`config.mk`:
```
export PLATFORM = sky130hd
export DESIGN_NAME = refclk_gap_guard
export DESIGN_NICKNAME = d
export VERILOG_FILES = /design/src/rtl/refclk_gap_guard.sv
export SDC_FILE = /design/constraint.sdc
export NUM_CORES = 1
export LEC_CHECK = 0
export BUFFER_PORTS_ARGS = -buffer_cell sky130_fd_sc_hd__clkbuf_2
export CORE_MARGIN = 3
export CORE_UTILIZATION = 40
export DETAILED_ROUTE_END_ITERATION = 12
export PLACE_DENSITY_LB_ADDON = 0.3
export REMOVE_ABC_BUFFERS = 1
export SETUP_SLACK_MARGIN = 0.2
export SYNTH_ARGS = -nofsm -noshare
export SYNTH_HDL_FRONTEND = slang
export SYNTH_SLANG_ARGS = --single-unit
```
`constraint.sdc`:
```
create_clock -name clk -period 3.48 [get_ports clk]
set_input_delay 0 -clock clk [delete_from_list [all_inputs] [get_ports clk]]
set_output_delay 0 -clock clk [all_outputs]
set_load 0.02 [all_outputs]
```
`src/rtl/refclk_gap_guard.sv`:
```
module refclk_gap_guard #(
  parameter int CNT_W  = 16,
  parameter int MARGIN = 2
) (
  input  logic             clk,
  input  logic             rst_n,
  input  logic             ref_edge,
  input  logic [CNT_W-1:0] exp_period,
  input  logic             phase_lost_en,
  input  logic             reject_alarm,
  input  logic             status_clr,
  output logic             main_ref_failed,
  output logic             holdover_req,
  output logic             phase_lost
);
  localparam int GW = CNT_W + 2;

  logic [GW-1:0] gap_cnt;
  logic [GW-1:0] gap_limit;
  logic          gap_over;
  logic          release_ok;

  assign gap_limit  = GW'({1'b0, exp_period, 1'b0}) + GW'(MARGIN);
  assign gap_over   = (gap_cnt > gap_limit) && !ref_edge;
  assign release_ok = ref_edge && !reject_alarm;
  assign phase_lost = holdover_req & phase_lost_en;

  always_ff @(posedge clk) begin
    if (!rst_n) begin
      gap_cnt         <= '0;
      holdover_req    <= 1'b0;
      main_ref_failed <= 1'b0;
    end else begin
      if (ref_edge)       gap_cnt <= '0;
      else if (!(&gap_cnt)) gap_cnt <= gap_cnt + 1'b1;

      if (gap_over)        holdover_req <= 1'b1;
      else if (release_ok) holdover_req <= 1'b0;

      if (gap_over && !holdover_req) main_ref_failed <= 1'b1;
      else if (status_clr)           main_ref_failed <= 1'b0;
    end
  end

  assert_trip_needs_gap_R2: assert property (@(posedge clk) disable iff (!rst_n)
    $rose(holdover_req) |-> $past(!ref_edge));
  assert_edge_blocks_trip_R3: assert property (@(posedge clk) disable iff (!rst_n)
    (ref_edge && !holdover_req) |=> !holdover_req);
  assert_entry_recorded_R4: assert property (@(posedge clk) disable iff (!rst_n)
    $rose(holdover_req) |-> main_ref_failed);
  assert_sticky_holds_R4: assert property (@(posedge clk) disable iff (!rst_n)
    (main_ref_failed && !status_clr) |=> main_ref_failed);
  assert_release_on_edge_R6: assert property (@(posedge clk) disable iff (!rst_n)
    (holdover_req && ref_edge && !reject_alarm) |=> !holdover_req);
  assert_alarm_keeps_hold_R7: assert property (@(posedge clk) disable iff (!rst_n)
    (holdover_req && reject_alarm) |=> holdover_req);
endmodule

```
---- Word level (Yosys, flattened, before mapping) ----
Cells that the tools add are included.
word-level totals
  register bits after elaboration ......... 20
  logic and storage cells ................. 22
cells by class
  reduce and logical (&&, ||, !) cells .... 10
  add/subtract/negate cells ............... 2
  bitwise operators ....................... 2
  muxes and demuxes ....................... 4
  order comparisons ....................... 1
operator list
  kind                                            count
  adder 17 x 2 -> 18 bit (second input constant)  1
  adder 18 x 1 -> 18 bit (second input constant)  1
  > comparator 18 bit                             1
  AND reduction 18 bit                            1
  2-to-1 mux 1 bit                                4
  nonzero test 2 bit                              2
  logical AND 1 bit                               3
  logical NOT 1 bit                               3
  OR reduction 2 bit                              1
  AND 1 bit                                       1
  inverter 1 bit                                  1

---- Logic depth before layout (Yosys ltp) ----
  depth after elaboration ................. 5
  gate-level depth with buffers ........... 11

---- Least setup slack after synthesis ----
OpenSTA, ideal clock, no wires.
  path kind ............................... input -> register
  start ................................... in exp_period[3]
  end ..................................... reg main_ref_failed
  stages .................................. 10
  library setup time ...................... 0.084 ns
  data arrival time ....................... 2.144 ns
  slack ................................... 1.251 ns
  buffers on the path ..................... 1
  data required time ...................... 3.396 ns
  cell sequence ........................... and4_1 and4_1 clkbuf_1 nand3_1 xor2_1 ha_1 nand4_1 or4_4 o221a_1 o31ai_2
on the way
  longest elaborated chain between the ends .. 5
  elaborated cells on any way between the ends .. 6
  those cells by class .................... 1 x add/sub; 1 x order compare; 1 x mux; 3 x reduce/logical
RTL lines
  what                                                           line  RTL
  from (decl)                                                    8     input logic [CNT_W-1:0] exp_period,
  adder 17 x 2 -> 18 bit *                                       23    assign gap_limit = GW'({1'b0, exp_period, 1'b0}) + GW'(MARGIN);
  > comparator 18 bit *                                          24    assign gap_over = (gap_cnt > gap_limit) && !ref_edge;
  logical AND 1 bit *                                            24
  logical AND 1 bit *                                            40    if (gap_over && !holdover_req) main_ref_failed <= 1'b1;
  2-to-1 mux 1 bit / nonzero test 2 bit (equally long branches)  -
  to (signal assigned)                                           32    main_ref_failed <= 1'b0;
  to (signal assigned)                                           40
  to (signal assigned)                                           41    else if (status_clr) main_ref_failed <= 1'b0;
  to (decl)                                                      12    output logic main_ref_failed,
Every way passes the cells marked *; elsewhere a longest branch is shown, timed or not.
A chain may end at the register's enable or synchronous reset.

---- Worst setup path after layout ----
  start ................................... in exp_period[0]
  end ..................................... reg main_ref_failed
Same word-level chain as after synthesis.

==> summary.txt <==
most common cell after layout, fill and taps aside: clkbuf_2
most frequent cells in the layout: clkbuf_2 (24), nor2_1 (21), dfxtp_1 (20)
Die X: 70.4 um
site row count: 22
Post-synth EDFFs: 0
Worst EP required: 3.65 ns
Die Y-Extent: 70.4 um
first-pass GRT wire length: 6400 um
HPWL after DPL: 2870 um
initial antenna violation count: 0
gr ovfl total: 0
Worst-Skew Late Latency: 0.26 ns
Area Overhead vs Synth: 13.0%
kind of critical path: in2reg
Synth area leader: dfxtp_1
root buffer cell: clkbuf_8
RSZ-0062 raised after global routing: no
IO Pins: 25
vias in the first global route: 1395
Synth area leaders: dfxtp_1 (24%), ha_1 (14%), xnor2_1 (9.0%), xor2_1 (5.3%), nor2_1 (4.8%)
ANT cells: 0
outcome: finished clean
FF+latch count, synth: 20
top cell type's share of synthesized area: 0.241
CP endpoint kind: flop
Sink Count: 20
Final Slew Violations: 0
headroom to the max-slew limit: 0.529
setup TNS: 0 ns
layout net count: 261
register area share after synthesis: 0.241
top_reg_cell synth: dfxtp_1
cell count after synthesis: 195
Power Density: 248 nW/um^2
clock slew seen by the registers of the worst setup and hold paths: 0.08 ns
post-synthesis async set-or-reset flop share: 0
mapped cell area: 1660 sq um
Max Freq: 444 MHz
Final period util: 0.647
Mean Syn Cell Area: 8.51 sq um
routed length per placed instance: 13.7 um
Ys Warns: 0
port bufs: 24
pin count of the biggest net entering global routing: 19
DIE AREA: 4960 sq um
area post-placement: 1810 sq um
vias per cell: 5.42
global placement routability congestion: 0.871
total number of vias: 1448
Critical Path AT: 2.43 ns
Worst VDD drop: 0.000217 V
Final Setup Violations: 0
TritonCTS clock tree: built
Tmin final: 2.25 ns
worst hold slack: 0.0276 ns
Netlist cell types: 40
TritonRoute pass-1 iters: 4
Tightest Pin Transition: 0.704 ns
Iter 0 DRT Violations: 44
Initial Utilization: 0.434
total routed wirelength: 3670 um
Fin. Hold Viols: 0
Layout Cell Area excl Fill: 1870 sq um
GRT Overall Usage: 0.157
post-route ant nets: 0
dpl ws: 0.944 ns
Pleak: 0.746 nW
Worst Skew: 0.00255 ns
final worst slack: 1.23 ns
clock tree buffer depth: 2
CP startpoint kind: input port
DRC violations left: 0
cts bufs inserted: 3
Max Cap Violations: 0
worst-path fanout max: 5
CTS H-tree depth: 1
Core Area: 3830 sq um
post-CTS resize count: 0
Min-Delay Path Class: in2reg
fraction of layout cells with a size suffix above 1: 0.192
-- cells in the mapped netlist (all sizes together) (2+ instances only) --
cell type,count
nand3,13
o21ai,7
ha,19
a31oi,2
xnor2,17
clkbuf,3
buf,2
nand2,15
a211oi,7
inv,8
and2,3
nand4,8
and3,8
nor2,21
dfxtp,20
and4,3
a21oi,12
xor2,10
nor3,4
nor4,2
-- state kept, by name (all words and copies together), names as in the netlist --
signal           flops
holdover_req         1
gap_cnt             18
main_ref_failed      1
-- cells by family (layout without fill, tap and decap cells) --
logic type | Yosys count | after routing | share of synthesized area
buf+inv | 13 | 37 | 0.0362
compound gates | 34 | 34 | 0.154
xor+xnor | 27 | 27 | 0.143
fa+ha+maj | 19 | 19 | 0.143
flops | 20 | 20 | 0.241
simple gates | 82 | 82 | 0.283
-- worst paths after layout --
kind / start / to / slack (ns) / cells after the start
worst min-delay path: status_clr / main_ref_failed$_SDFFE_PN0P_ / 0.03 / 3
worst max register to register: gap_cnt[0]$_SDFFE_PP0N_ / gap_cnt[5]$_SDFFE_PP0N_ / 1.52 / 6
worst min register to register: gap_cnt[1]$_SDFFE_PP0N_ / gap_cnt[1]$_SDFFE_PP0N_ / 0.51 / 2
worst max-delay path: exp_period[0] / main_ref_failed$_SDFFE_PN0P_ / 1.23 / 11
-- through the flow --
step | util | instances | total power, W
after global routing | 0.490 | 267 | 0.000488
final | 0.490 | 267 | 0.000465
after CTS | 0.490 | 267 | 0.000472
after global placement | 0.473 | 262 | 0.000291
after detailed placement | 0.473 | 262 | 0.000292
after floorplan | - | 190 | 0.000266
-- worst max-delay path, stage by stage --
cell	delay, ns
clkbuf_2	0.12
ha_1	0.23
and3_1	0.24
and2_1	0.20
nand3_1	0.11
xor2_1	0.16
ha_1	0.30
nand4_1	0.13
or4_4	0.44
o221a_1	0.28
o31ai_2	0.23
-- power by group --
part	switching, W	total (W)	internal [W]
combinational	0.0000314	0.0000565	0.0000251
sequential	0.00000134	0.000231	0.000230
clock	0.0000771	0.000178	0.000101
total	0.000110	0.000465	0.000356
-- final cells by class --
type / count / area, sq um
clock buffers: 4 / 55.1
fillers: 395 / 1950
inverters: 8 / 30.0
multi-input cells: 162 / 1200
flip-flops and latches: 20 / 400
well taps: 48 / 60.1
repair buffers: 25 / 130
-- per-layer routing --
metal | track usage | vias up | share of wire
met4 | 0.0191 | 0 | 0.0038
met3 | 0.0345 | 2 | 0.032
li1 | - | 756 | -
met1 | 0.218 | 674 | 0.52
met2 | 0.254 | 16 | 0.44
met5 | 0 | - | 0
-- what timing repair did --
| action | in CTS | in global routing |
|---|---|---|
| endpoints found under the hold margin | 1 | 0 |
| buffers inserted | 0 | 0 |
| hold buffers | 1 | 0 |
(Power assumes the default switching activity.)
